--- src/rtl/hsg_pkg.sv ---
package hsg_pkg;
  localparam int CH_NUM  = 6;
  localparam int PAR_NUM = 2;

  typedef logic [CH_NUM-1:0]  gate_vec_t;
  typedef logic [PAR_NUM-1:0] par_vec_t;

  // Bundle of the asynchronous control pins after synchronisation
  typedef struct packed {
    logic     ovr;
    logic     ov;
    logic     uv;
    logic     pwa;
    logic     pwb;
    par_vec_t par;
  } pin_bus_t;

  localparam int PIN_W = $bits(pin_bus_t);

  typedef enum logic {
    MODE_NORMAL   = 1'b0,
    MODE_OVERRIDE = 1'b1
  } gate_mode_e;
endpackage

--- src/rtl/hsg_sync.sv ---
module hsg_sync #(
  parameter int WIDTH  = 1,
  parameter int STAGES = 2
) (
  input  logic             clk,
  input  logic             rst,
  input  logic [WIDTH-1:0] din,
  output logic [WIDTH-1:0] dout
);
  localparam int LAST = STAGES - 1;

  logic [WIDTH-1:0] chain [STAGES];

  genvar s;
  generate
    for (s = 0; s < STAGES; s++) begin : g_stage
      if (s == 0) begin : g_first
        always_ff @(posedge clk) begin
          if (rst) chain[0] <= '0;
          else     chain[0] <= din;
        end
      end else begin : g_next
        always_ff @(posedge clk) begin
          if (rst) chain[s] <= '0;
          else     chain[s] <= chain[s-1];
        end
      end
    end
  endgenerate

  assign dout = chain[LAST];
endmodule

--- src/rtl/hsg_cmd_store.sv ---
module hsg_cmd_store
  import hsg_pkg::*;
(
  input  logic      clk,
  input  logic      rst,
  input  logic      lock,
  input  logic      wr,
  input  gate_vec_t wdata,
  output gate_vec_t q
);
  always_ff @(posedge clk) begin
    if (rst)             q <= '0;
    else if (wr && !lock) q <= wdata;
  end

  AST_LOCK_HOLDS_CMD: assert property (@(posedge clk) disable iff (rst)
    lock |=> $stable(q));

  AST_RESET_CLEARS: assert property (@(posedge clk)
    rst |=> (q == '0));
endmodule

--- src/rtl/hsg_gate_select.sv ---
module hsg_gate_select
  import hsg_pkg::*;
#(
  parameter int PAR_CH_LO = 2,
  parameter int PAR_CH_HI = 3
) (
  input  gate_mode_e mode,
  input  gate_vec_t  cmd,
  input  par_vec_t   par,
  input  logic       pwa,
  input  logic       pwb,
  output gate_vec_t  sel
);
  localparam int HALF = CH_NUM / 2;

  always_comb begin
    sel = '0;
    for (int n = 0; n < CH_NUM; n++) begin
      if (mode == MODE_NORMAL) begin
        sel[n] = cmd[n];
        if (n == PAR_CH_LO) sel[n] = cmd[n] | par[0];
        if (n == PAR_CH_HI) sel[n] = cmd[n] | par[1];
      end else begin
        if (n == PAR_CH_LO)      sel[n] = par[0];
        else if (n == PAR_CH_HI) sel[n] = par[1];
        else if (n < HALF)       sel[n] = pwa;
        else                     sel[n] = pwb;
      end
    end
  end
endmodule

--- src/rtl/hsg_ctrl.sv ---
module hsgate_ctrl
  import hsg_pkg::*;
#(
  parameter int SYNC_STAGES = 2
) (
  input  logic       clk,
  input  logic       rst,
  input  logic [5:0] cmd_word,
  input  logic       cmd_wr,
  input  logic [1:0] par_in,
  input  logic       pw_a,
  input  logic       pw_b,
  input  logic       ovr_mode,
  input  logic       ov_flag,
  input  logic       uv_flag,
  output logic [5:0] gate_en,
  output logic       ser_lock
);
  pin_bus_t   pins_raw, pins_s;
  gate_vec_t  cmd_q, sel;
  gate_mode_e mode;
  logic       kill;

  assign pins_raw = '{ovr: ovr_mode, ov: ov_flag, uv: uv_flag,
                      pwa: pw_a, pwb: pw_b, par: par_in};

  hsg_sync #(.WIDTH(PIN_W), .STAGES(SYNC_STAGES)) u_sync (
    .clk  (clk),
    .rst  (rst),
    .din  (pins_raw),
    .dout (pins_s)
  );

  assign mode = pins_s.ovr ? MODE_OVERRIDE : MODE_NORMAL;
  assign kill = pins_s.ov | pins_s.uv;

  hsg_cmd_store u_cmd (
    .clk   (clk),
    .rst   (rst),
    .lock  (pins_s.ovr),
    .wr    (cmd_wr),
    .wdata (cmd_word),
    .q     (cmd_q)
  );

  hsg_gate_select #(.PAR_CH_LO(2), .PAR_CH_HI(3)) u_sel (
    .mode (mode),
    .cmd  (cmd_q),
    .par  (pins_s.par),
    .pwa  (pins_s.pwa),
    .pwb  (pins_s.pwb),
    .sel  (sel)
  );

  always_ff @(posedge clk) begin
    if (rst) begin
      gate_en  <= '0;
      ser_lock <= 1'b0;
    end else begin
      gate_en  <= kill ? '0 : sel;
      ser_lock <= pins_s.ovr;
    end
  end

  AST_OV_ALL_OFF: assert property (@(posedge clk) disable iff (rst)
    pins_s.ov |=> (gate_en == '0));

  AST_UV_ALL_OFF: assert property (@(posedge clk) disable iff (rst)
    pins_s.uv |=> (gate_en == '0));

  AST_PAIRS_TRACK: assert property (@(posedge clk) disable iff (rst)
    (pins_s.ovr && !kill) |=> (gate_en[0] == gate_en[1]) && (gate_en[4] == gate_en[5]));

  AST_LOCK_FLAG: assert property (@(posedge clk) disable iff (rst)
    pins_s.ovr |=> ser_lock);

  AST_RESET_OFF: assert property (@(posedge clk)
    rst |=> (gate_en == '0) && !ser_lock);
endmodule

--- config.mk ---
export PLATFORM = sky130hd
export DESIGN_NAME = hsgate_ctrl
export DESIGN_NICKNAME = d
export VERILOG_FILES = /design/src/rtl/hsg_pkg.sv /design/src/rtl/hsg_sync.sv /design/src/rtl/hsg_cmd_store.sv /design/src/rtl/hsg_gate_select.sv /design/src/rtl/hsg_ctrl.sv
export SDC_FILE = /design/constraint.sdc
export NUM_CORES = 1
export LEC_CHECK = 0
export ABC_AREA = 0
export BUFFER_PORTS_ARGS = -buffer_cell sky130_fd_sc_hd__buf_2
export CAP_MARGIN = 20
export CORE_MARGIN = 3
export CORE_UTILIZATION = 45
export CTS_BUF_LIST = sky130_fd_sc_hd__clkbuf_8
export CTS_CLUSTER_DIAMETER = 200
export DETAILED_ROUTE_END_ITERATION = 12
export HOLD_SLACK_MARGIN = 0.03
export PLACE_DENSITY_LB_ADDON = 0.12
export SYNTH_ARGS = -nofsm -noshare
export SYNTH_HDL_FRONTEND = slang
export SYNTH_SLANG_ARGS = --single-unit
--- constraint.sdc ---
create_clock -name clk -period 1.1 [get_ports clk]
set_input_delay 0.055 -clock clk [delete_from_list [all_inputs] [get_ports clk]]
set_output_delay 0.055 -clock clk [all_outputs]
set_load 0.01 [all_outputs]
==> results.cfg <==
[yosys]
synth_cells = 82
synth_top_family_by_area = simple AND/OR/NAND/NOR gates
yosysWarnings = 0
synth_compound_area_frac = 0.06818
netlist.area_leader.share = 0.6136
ys.flop_type = dfxtp_1
ys_ff_latch = 27
synth-async-reset-ratio = 0
yosysSeqAreaShare = 0.6136
synth.most_common_cell = dfxtp_1
synth_common_cells = 27 x dfxtp_1, 16 x nor2b_1, 12 x nand2b_1
synth-simple-area-share = 0.2912
synthMuxAreaShare = 0
synth_edf_count = 0
synth-xor-area-share = 0
synth_cell_type_count = 11
synth_fa_ha_area_frac = 0
synth_area_um2 = 880.8
avgSynthCellArea_um2 = 10.74
yosys-top-cells-area = dfxtp_1 61%, nor2b_1 11%, nand2b_1 8.5%
synth_nets = 98
synth_largest_area_cell = dfxtp_1

[global_routing]
busiest_layer = met2
grt_use_total = 0.1214
grt-ovfl-total = 0
grt_pass1_vias = 546
grt_max_degree = 17
grt_antenna_before_repair = 0
use_met1 = 0.1386
met2_usage = 0.2000
grt_first_pass_wirelength_um = 2304
met3_usage = 0.03561

[detailed_routing]
drcViolationCount = 0
first_pass_iters = 4
routed_via_density = 4.591
ant_nets = 0
wl_per_cell_um = 10.05
via_count = 629
drtIter0Drc = 3
finalWirelength_um = 1377

[final_layout]
fin_nets = 129
synthToLayoutAreaGrowth_pct = 28.69
diodes = 0
num-fill-cells = 156
layout-drive-gt1-share = 0.2500

[sta]
hold-worst-slack_ps = 99.78
hold_viol_final = 0
max_slew_margin = 0.7416
period_needed_ps = 1045
max_freq_ghz = 0.9574
drv_slew = 0
fin_crit_sh = 0.9496
tightest_slew_ps = 386.9
worst_slack_ps = 55.49
skew_ps = 4.892
final-setup-viol-count = 0
tns_ps = 0

[critical_path]
critical_path_buf_inv_count = 0
critPathMaxStageDelay_ps = 500
cp_max_fo = 16
crit_arrival_ps = 1230
required_ps = 1290
critPathLaunchType = register
path_delay_family = simple AND/OR/NAND/NOR gates
setup.worst_path.end_class = register
slowest_stage = or4bb_1
crit_type = register to register
crit_chain = or4bb_1 > o21ai_0

[floorplanning]
start_util = 0.4940
num_rows = 15
io_pins = 23
die_h_um = 50.24
die_area_um2 = 2524
die_w_um = 50.24
core_um2 = 1783

[power]
power.density_nw_per_um2 = 1504
p_total_mw = 1.705
peakVddDrop_v = 0.001175
power.leakage_nw = 0.4802

[clock_tree]
clk_pin_slew_ps = 80
cts_tree = done
post_cts_buffers = 0
clock_sinks = 27
clock_latency_ps = 260
cts_root_buffer = clkbuf_8
cts_buffers = 3
cts_buffer_depth = 2
cts_htree_levels = 1

[place]
port_buffers = 22
place_congestion = 0.7709
pre_cts_ws_ps = 4.557
dpl.hpwl_um = 932.3

[run]
drv_cap = 0

[run_status]
status = complete, no violations

[worst_hold_path]
hold_path.class = input port to register
-- through the flow --
stage | area [um^2] | cells | utilization
after detailed placement | 1013 | 126 | 0.5684
after CTS | 1131 | 137 | 0.6344
after floorplan | 880.8 | 82 | -
after global placement | 1013 | 126 | 0.5684
final | 1134 | 137 | 0.6358
after global routing | 1134 | 137 | 0.6358
-- final cells by class --
| cell class | count | area, um^2 | share of cell area |
|---|---|---|---|
| clock buffers | 3 | 41.29 | 0.03642 |
| clock inverters | 1 | 5.005 | 0.004415 |
| inverters | 2 | 7.507 | 0.006623 |
| well taps | 25 | 31.28 | 0.02759 |
| flip-flops and latches | 27 | 544.3 | 0.4801 |
| multi-input cells | 49 | 316.6 | 0.2792 |
| repair buffers | 30 | 187.7 | 0.1656 |
-- worst reg2reg max path: stages (launching register included) --
cell and delay [ps]:
dfxtp_4 390, or4bb_1 500, o21ai_0 90
-- path summary, 6_finish.rpt --
path	end	start	slack, ps	depth (start not counted)
hold reg to reg	gate_en[3]$_SDFF_PP0_	u_sync.chain[1][1]$_SDFF_PP0_	430	2
hold / removal	ser_lock$_SDFF_PP0_	rst	100	2
setup / recovery	u_cmd.q[5]$_SDFFE_PP0P_	u_sync.chain[1][6]$_SDFF_PP0_	60	2
setup reg to reg	u_cmd.q[5]$_SDFFE_PP0P_	u_sync.chain[1][6]$_SDFF_PP0_	60	2
-- cell families (layout without fill, tap and decap cells) --
group / after synthesis / after routing
buf+inv: 6 / 36
flops: 27 / 27
compound gates: 12 / 12
simple gates: 37 / 37
-- timing repair --
action	4_1_cts	5_1_grt
gates resized for setup	1	1
hold buffers	7	0
hold endpoints to repair	7	0
pin swaps	0	0
endpoints found under the setup margin	5	1
-- state kept, by name (all words and copies together), names as in the netlist --
register	count
ser_lock	1
gate_en	6
u_sync.chain	14
u_cmd.q	6
-- layer usage --
layer  wire length, um  vias to the layer above
met5                 0                        -
li1                  -                      326
met1               614                      286
met4                13                        0
met3                59                        2
met2               690                       15
-- where the power goes --
| group | internal [mW] | total [mW] | switching [mW] |
|---|---|---|---|
| sequential | 1.02 | 1.04 | 0.0172 |
| combinational | 0.0827 | 0.138 | 0.0554 |
| clock | 0.253 | 0.528 | 0.275 |
| total | 1.36 | 1.71 | 0.347 |
-- layout by cell type (no fill, tap or decap), types with 2 or more instances in the layout --
| cell type | instances |
|---|---|
| a21oi_1 | 6 |
| buf_2 | 22 |
| clkbuf_8 | 3 |
| dfxtp_1 | 26 |
| dlygate4sd3_1 | 7 |
| inv_1 | 2 |
| nand2_1 | 2 |
| nand2b_1 | 12 |
| nor2b_1 | 16 |
| o21ai_0 | 6 |
| or4bb_1 | 6 |
(Power assumes the default switching activity.)
